[config.mk]
export PLATFORM = sky130hd
export DESIGN_NAME = busSeq
export DESIGN_NICKNAME = d
export VERILOG_FILES = /design/src/rtl/busSeqPkg.sv /design/src/rtl/busSeqSync.sv /design/src/rtl/busSeqCtrl.sv /design/src/rtl/busSeqDatapath.sv /design/src/rtl/busSeq.sv
export SDC_FILE = /design/constraint.sdc
export NUM_CORES = 1
export LEC_CHECK = 0
export BUFFER_PORTS_ARGS = -buffer_cell sky130_fd_sc_hd__buf_2
export CORE_AREA = 2 2 39 41
export CTS_BUF_LIST = sky130_fd_sc_hd__clkbuf_16
export DETAILED_ROUTE_END_ITERATION = 12
export DIE_AREA = 0 0 41 43
export GPL_ROUTABILITY_DRIVEN = 0
export PLACE_DENSITY = 0.5
export REMOVE_ABC_BUFFERS = 1
export SYNTH_ARGS = -nofsm -noshare
export SYNTH_HDL_FRONTEND = slang
export SYNTH_HIERARCHICAL = 1
export SYNTH_SLANG_ARGS = --single-unit
export TNS_END_PERCENT = 50
[constraint.sdc]
create_clock -name clk -period 1.5 [get_ports clk]
set_input_delay 0.3 -clock clk [delete_from_list [all_inputs] [get_ports clk]]
set_output_delay 0.3 -clock clk [all_outputs]
set_load 0.05 [all_outputs]
[src/rtl/busSeqPkg.sv]
package busSeqPkg;
  typedef enum logic [2:0] {
    BS_IDLE = 3'd0,
    BS_T1   = 3'd1,
    BS_T2   = 3'd2,
    BS_T3   = 3'd3,
    BS_T4   = 3'd4,
    BS_TW   = 3'd5
  } busState_e;

  localparam int STATE_W = $bits(busState_e);

  // strobes from control to datapath
  typedef struct packed {
    logic latchDir;   // take direction on this edge
    logic addrPhase;  // T1
    logic xferOn;     // command strobe window
    logic bufOn;      // data buffer window
    logic dirOn;      // direction driven
    logic lastT;      // T4
  } seqStrobe_t;
endpackage

[src/rtl/busSeqSync.sv]
module busSeqSync #(
  parameter int STAGES = 2
) (
  input  logic clk,
  input  logic rstN,
  input  logic asyncIn,
  output logic syncOut
);
  localparam int LAST = STAGES - 1;
  logic [LAST:0] chain;

  generate
    if (STAGES == 1) begin : g_single
      always_ff @(posedge clk or negedge rstN)
        if (!rstN) chain <= '0;
        else       chain <= asyncIn;
    end else begin : g_multi
      always_ff @(posedge clk or negedge rstN)
        if (!rstN) chain <= '0;
        else       chain <= {chain[LAST-1:0], asyncIn};
    end
  endgenerate

  assign syncOut = chain[LAST];
endmodule

[src/rtl/busSeqCtrl.sv]
module busSeqCtrl
  import busSeqPkg::*;
(
  input  logic       clk,
  input  logic       rstN,
  input  logic       req,
  input  logic       readySync,
  output busState_e  state,
  output seqStrobe_t strobe
);
  busState_e nextState;
  logic      readyMid;
  logic      takeReq;

  // mid-period sample used inside wait states
  always_ff @(negedge clk or negedge rstN)
    if (!rstN) readyMid <= 1'b0;
    else       readyMid <= readySync;

  assign takeReq = req && (state == BS_IDLE || state == BS_T4);

  always_comb begin
    nextState = state;
    unique case (state)
      BS_IDLE: nextState = req ? BS_T1 : BS_IDLE;
      BS_T1:   nextState = BS_T2;
      BS_T2:   nextState = readySync ? BS_T3 : BS_TW;
      BS_TW:   nextState = readyMid ? BS_T3 : BS_TW;
      BS_T3:   nextState = BS_T4;
      BS_T4:   nextState = req ? BS_T1 : BS_IDLE;
      default: nextState = BS_IDLE;
    endcase
  end

  always_ff @(posedge clk or negedge rstN)
    if (!rstN) state <= BS_IDLE;
    else       state <= nextState;

  always_comb begin
    strobe.latchDir  = takeReq;
    strobe.addrPhase = (state == BS_T1);
    strobe.xferOn    = (state == BS_T2) || (state == BS_TW) || (state == BS_T3);
    strobe.bufOn     = (state == BS_T2) || (state == BS_TW) || (state == BS_T3);
    strobe.dirOn     = (state != BS_IDLE);
    strobe.lastT     = (state == BS_T4);
  end
endmodule

[src/rtl/busSeqDatapath.sv]
module busSeqDatapath
  import busSeqPkg::*;
(
  input  logic       clk,
  input  logic       rstN,
  input  logic       rdWr,
  input  seqStrobe_t strobe,
  output logic       ale,
  output logic       rdN,
  output logic       wrN,
  output logic       denN,
  output logic       dtR,
  output logic       cycleDone
);
  logic dirWrite;

  always_ff @(posedge clk or negedge rstN)
    if (!rstN)                dirWrite <= 1'b1;
    else if (strobe.latchDir) dirWrite <= rdWr;

  assign ale       = strobe.addrPhase;
  assign rdN       = !(strobe.xferOn && !dirWrite);
  assign wrN       = !(strobe.xferOn && dirWrite);
  assign denN      = !strobe.bufOn;
  assign dtR       = strobe.dirOn ? dirWrite : 1'b1;
  assign cycleDone = strobe.lastT;
endmodule

[src/rtl/busSeq.sv]
module busSeq
  import busSeqPkg::*;
#(
  parameter int SYNC_STAGES = 2
) (
  input  logic               clk,
  input  logic               rstN,
  input  logic               req,
  input  logic               rdWr,
  input  logic               readyAsync,
  output logic [STATE_W-1:0] busState,
  output logic               ale,
  output logic               rdN,
  output logic               wrN,
  output logic               denN,
  output logic               dtR,
  output logic               cycleDone
);
  logic       readySync;
  busState_e  state;
  seqStrobe_t strobe;

  busSeqSync #(.STAGES(SYNC_STAGES)) u_sync (
    .clk(clk), .rstN(rstN), .asyncIn(readyAsync), .syncOut(readySync)
  );

  busSeqCtrl u_ctrl (
    .clk(clk), .rstN(rstN), .req(req), .readySync(readySync),
    .state(state), .strobe(strobe)
  );

  busSeqDatapath u_dp (
    .clk(clk), .rstN(rstN), .rdWr(rdWr), .strobe(strobe),
    .ale(ale), .rdN(rdN), .wrN(wrN), .denN(denN), .dtR(dtR),
    .cycleDone(cycleDone)
  );

  assign busState = state;
endmodule

==> impl_results.md <==
- Status: complete, but fails checks
- Failing checks: setup timing
- FILL cells: 128
- Most frequent cells in the layout: 10 x buf_4, 7 x buf_2, 6 x buf_6
- GRT Util Overall: 10.3%
- Startpoint types: flip-flop
- Die Height: 43 um
- Area grow syn2layout: 81.7%
- GRT Residual Overflow: 0
- Worst-Margin Slew: 0.273 ns
- Worst setup margin: -0.0407 ns
- Reg2Reg Launch Point: u_ctrl/readyMid$_DFF_NN0_
- Crit path launch: u_ctrl/state[0]$_DFF_PN0_
- Synth warn: 6
- N_diodes: 0
- Drt via density: 4.25
- RSZ-0062 raised after global routing: true
- Worst path required time: 1.20 ns
- H-tree depth: 1
- Final ANT Viol Nets: 0
- Antenna violations before repair: 0
- Hold crit path type: in2reg
- CP Class: reg2out
- Port bufs: 13
- Yosys cell types: 22
- Min Tclk post-route: 1.54 ns
- First-pass GRT wire length: 1.24 mm
- Core area: 1380 um2
- Period utilisation layout: 103%
- CTS Sinks: 7
- Most common library cell in the layout ignoring fill and taps: buf_4
- WL/cell: 10.2 um
- Number of buffers created by CTS: 3
- Slew Limit Headroom: 81.7%
- Max-cap check violation count: 0
- Reg2Reg Setup Slack: 0.05 ns
- Clock Pin Slew Worst Setup and Hold Paths: 0.04 ns
- Clock latency on the worst-skew pair: 0.26 ns
- # setup viols final: 4
- Nets@finish: 63
- Worst-path maximum fanout: 3
- Reg2Reg Depth: 2
- Num rows: 14
- Worst clock skew: 0.0346 ns
- CP Capture Type: output port
- Syn Inst Count: 32
- Num ports: 14
- Share of layout cells above drive strength 1: 66.7%
- DRC Markers: 0
- CP Data Arrival Time: 1.24 ns
- Die area: 1760 um2
- Vias in the first global route: 291
- Synth Register Bits: 7
- Die Span X: 41 um
- Starting Density: 26.7%
- Hold slack: 0.177 ns
- Final Hold Fails: 0
- Fmax: 649 MHz
- Clk root buf: clkbuf_16
- Avg Cell Area, Syn: 11.5 um2
- Post-synthesis sequential area ratio: 47.8%
- TritonCTS clock tree: done
- Synthesized area: 369 um2
- Largest net degree at the start of global routing: 9
- DPL Wire Length: 513 um
- WL final: 746 um
- Initial DRT Pass Iterations: 2
- Reg-to-reg critical path endpoint: u_ctrl/state[1]$_DFF_PN0_
- CP Capture Point: dtR
- Max-slew violation count: 0
- Initial DRC Count: 1
- CTS max path bufs: 2
- Via count: 310
-- cells by family after synthesis --
family | count (synthesis) | share of synthesized area, %
AND/OR/NAND/NOR | 12 | 22.0
AO/OA/AOI/OAI | 5 | 13.2
buffers and inverters | 6 | 10.2
multiplexers | 2 | 6.78
flip-flops | 7 | 47.8
-- flip-flops by register name (all words and copies together) (netlist names) --
signal	flops
u_sync/chain	2
u_dp/dirWrite	1
u_ctrl/state	3
u_ctrl/readyMid	1
-- layout make-up --
type / instances / area (um2) / area share [%]
timing repair buffer: 25 / 203 / 30.2
clock buffer: 3 / 75.1 / 11.2
clock inverter: 1 / 5.00 / 0.746
tap: 16 / 20.0 / 2.99
inverter: 2 / 7.51 / 1.12
sequential: 7 / 178 / 26.5
multi-input combinational: 19 / 183 / 27.2
-- critical path: stages, from the launching register on --
cell and delay [ns]:
dfrtp_1 0.38, or3_1 0.38, nand2b_1 0.09, buf_6 0.16
-- repair_timing --
item                       4_1_cts  5_1_grt
hold endpoints to repair         5        0
hold buffers                     1        0
pin swaps                        2        1
resized for setup               18        5
buffers inserted                 4        1
setup endpoints to repair        6        7
-- stage by stage --
| step | utilization [%] | instances | area [um2] | setup WS [ns] | setup TNS [ns] |
|---|---|---|---|---|---|
| 2_1_floorplan | - | 28 | 339 | -0.801 | -2.30 |
| 3_3_place_gp | 33.9 | 63 | 469 | 0.0601 | 0 |
| 3_5_place_dp | 33.9 | 63 | 469 | 0.0614 | 0 |
| 4_1_cts | 46.5 | 72 | 643 | -0.0448 | -0.122 |
| 5_1_grt | 48.5 | 73 | 671 | -0.104 | -0.376 |
| 6_report | 48.5 | 73 | 671 | -0.0407 | -0.127 |
-- cell usage after synthesis, drive strengths merged --
| cell | instances | share of area, % |
|---|---|---|
| nand3b | 1 | 2.0 |
| or3 | 1 | 1.7 |
| inv | 2 | 2.0 |
| dfrtp | 5 | 34 |
| o211ai | 1 | 3.4 |
| nor2 | 1 | 1.0 |
| mux2 | 1 | 4.1 |
| or2b | 1 | 2.0 |
| o21ai | 1 | 1.4 |
| dfstp | 1 | 7.1 |
| o32ai | 1 | 4.4 |
| nand2 | 1 | 1.0 |
| dfrtn | 1 | 6.8 |
| mux2i | 1 | 2.7 |
| buf | 4 | 8.1 |
| nor3 | 1 | 1.4 |
| o21bai | 2 | 4.1 |
| nor3b | 1 | 2.0 |
| nand2b | 3 | 5.8 |
| nand4bb | 1 | 3.1 |
| and2b | 1 | 2.0 |
-- per-layer routing --
metal | vias up | track usage (%) | share of wire [%]
li1 | 156 | - | -
met1 | 145 | 13.2 | 43
met2 | 9 | 15.6 | 53
met3 | 0 | 3.14 | 4.6
met4 | 0 | 4.00 | 0
met5 | - | 0 | 0
-- how the worst min path moves through the flow --
stage                          start                        end  cells after the start
final                     readyAsync  u_sync/chain[0]$_DFF_PN0_                      1
after detailed placement        rstN  u_sync/chain[0]$_DFF_PN0_                      1
after global placement          rstN  u_ctrl/state[0]$_DFF_PN0_                      1
after global routing      readyAsync  u_sync/chain[0]$_DFF_PN0_                      1
after floorplan                 rstN  u_ctrl/state[0]$_DFF_PN0_                      0
after CTS                 readyAsync  u_sync/chain[0]$_DFF_PN0_                      1
Power is left out: the tool's default activity adds up to more than one toggle a clock period on the data nets, which glitch-free logic cannot reach.
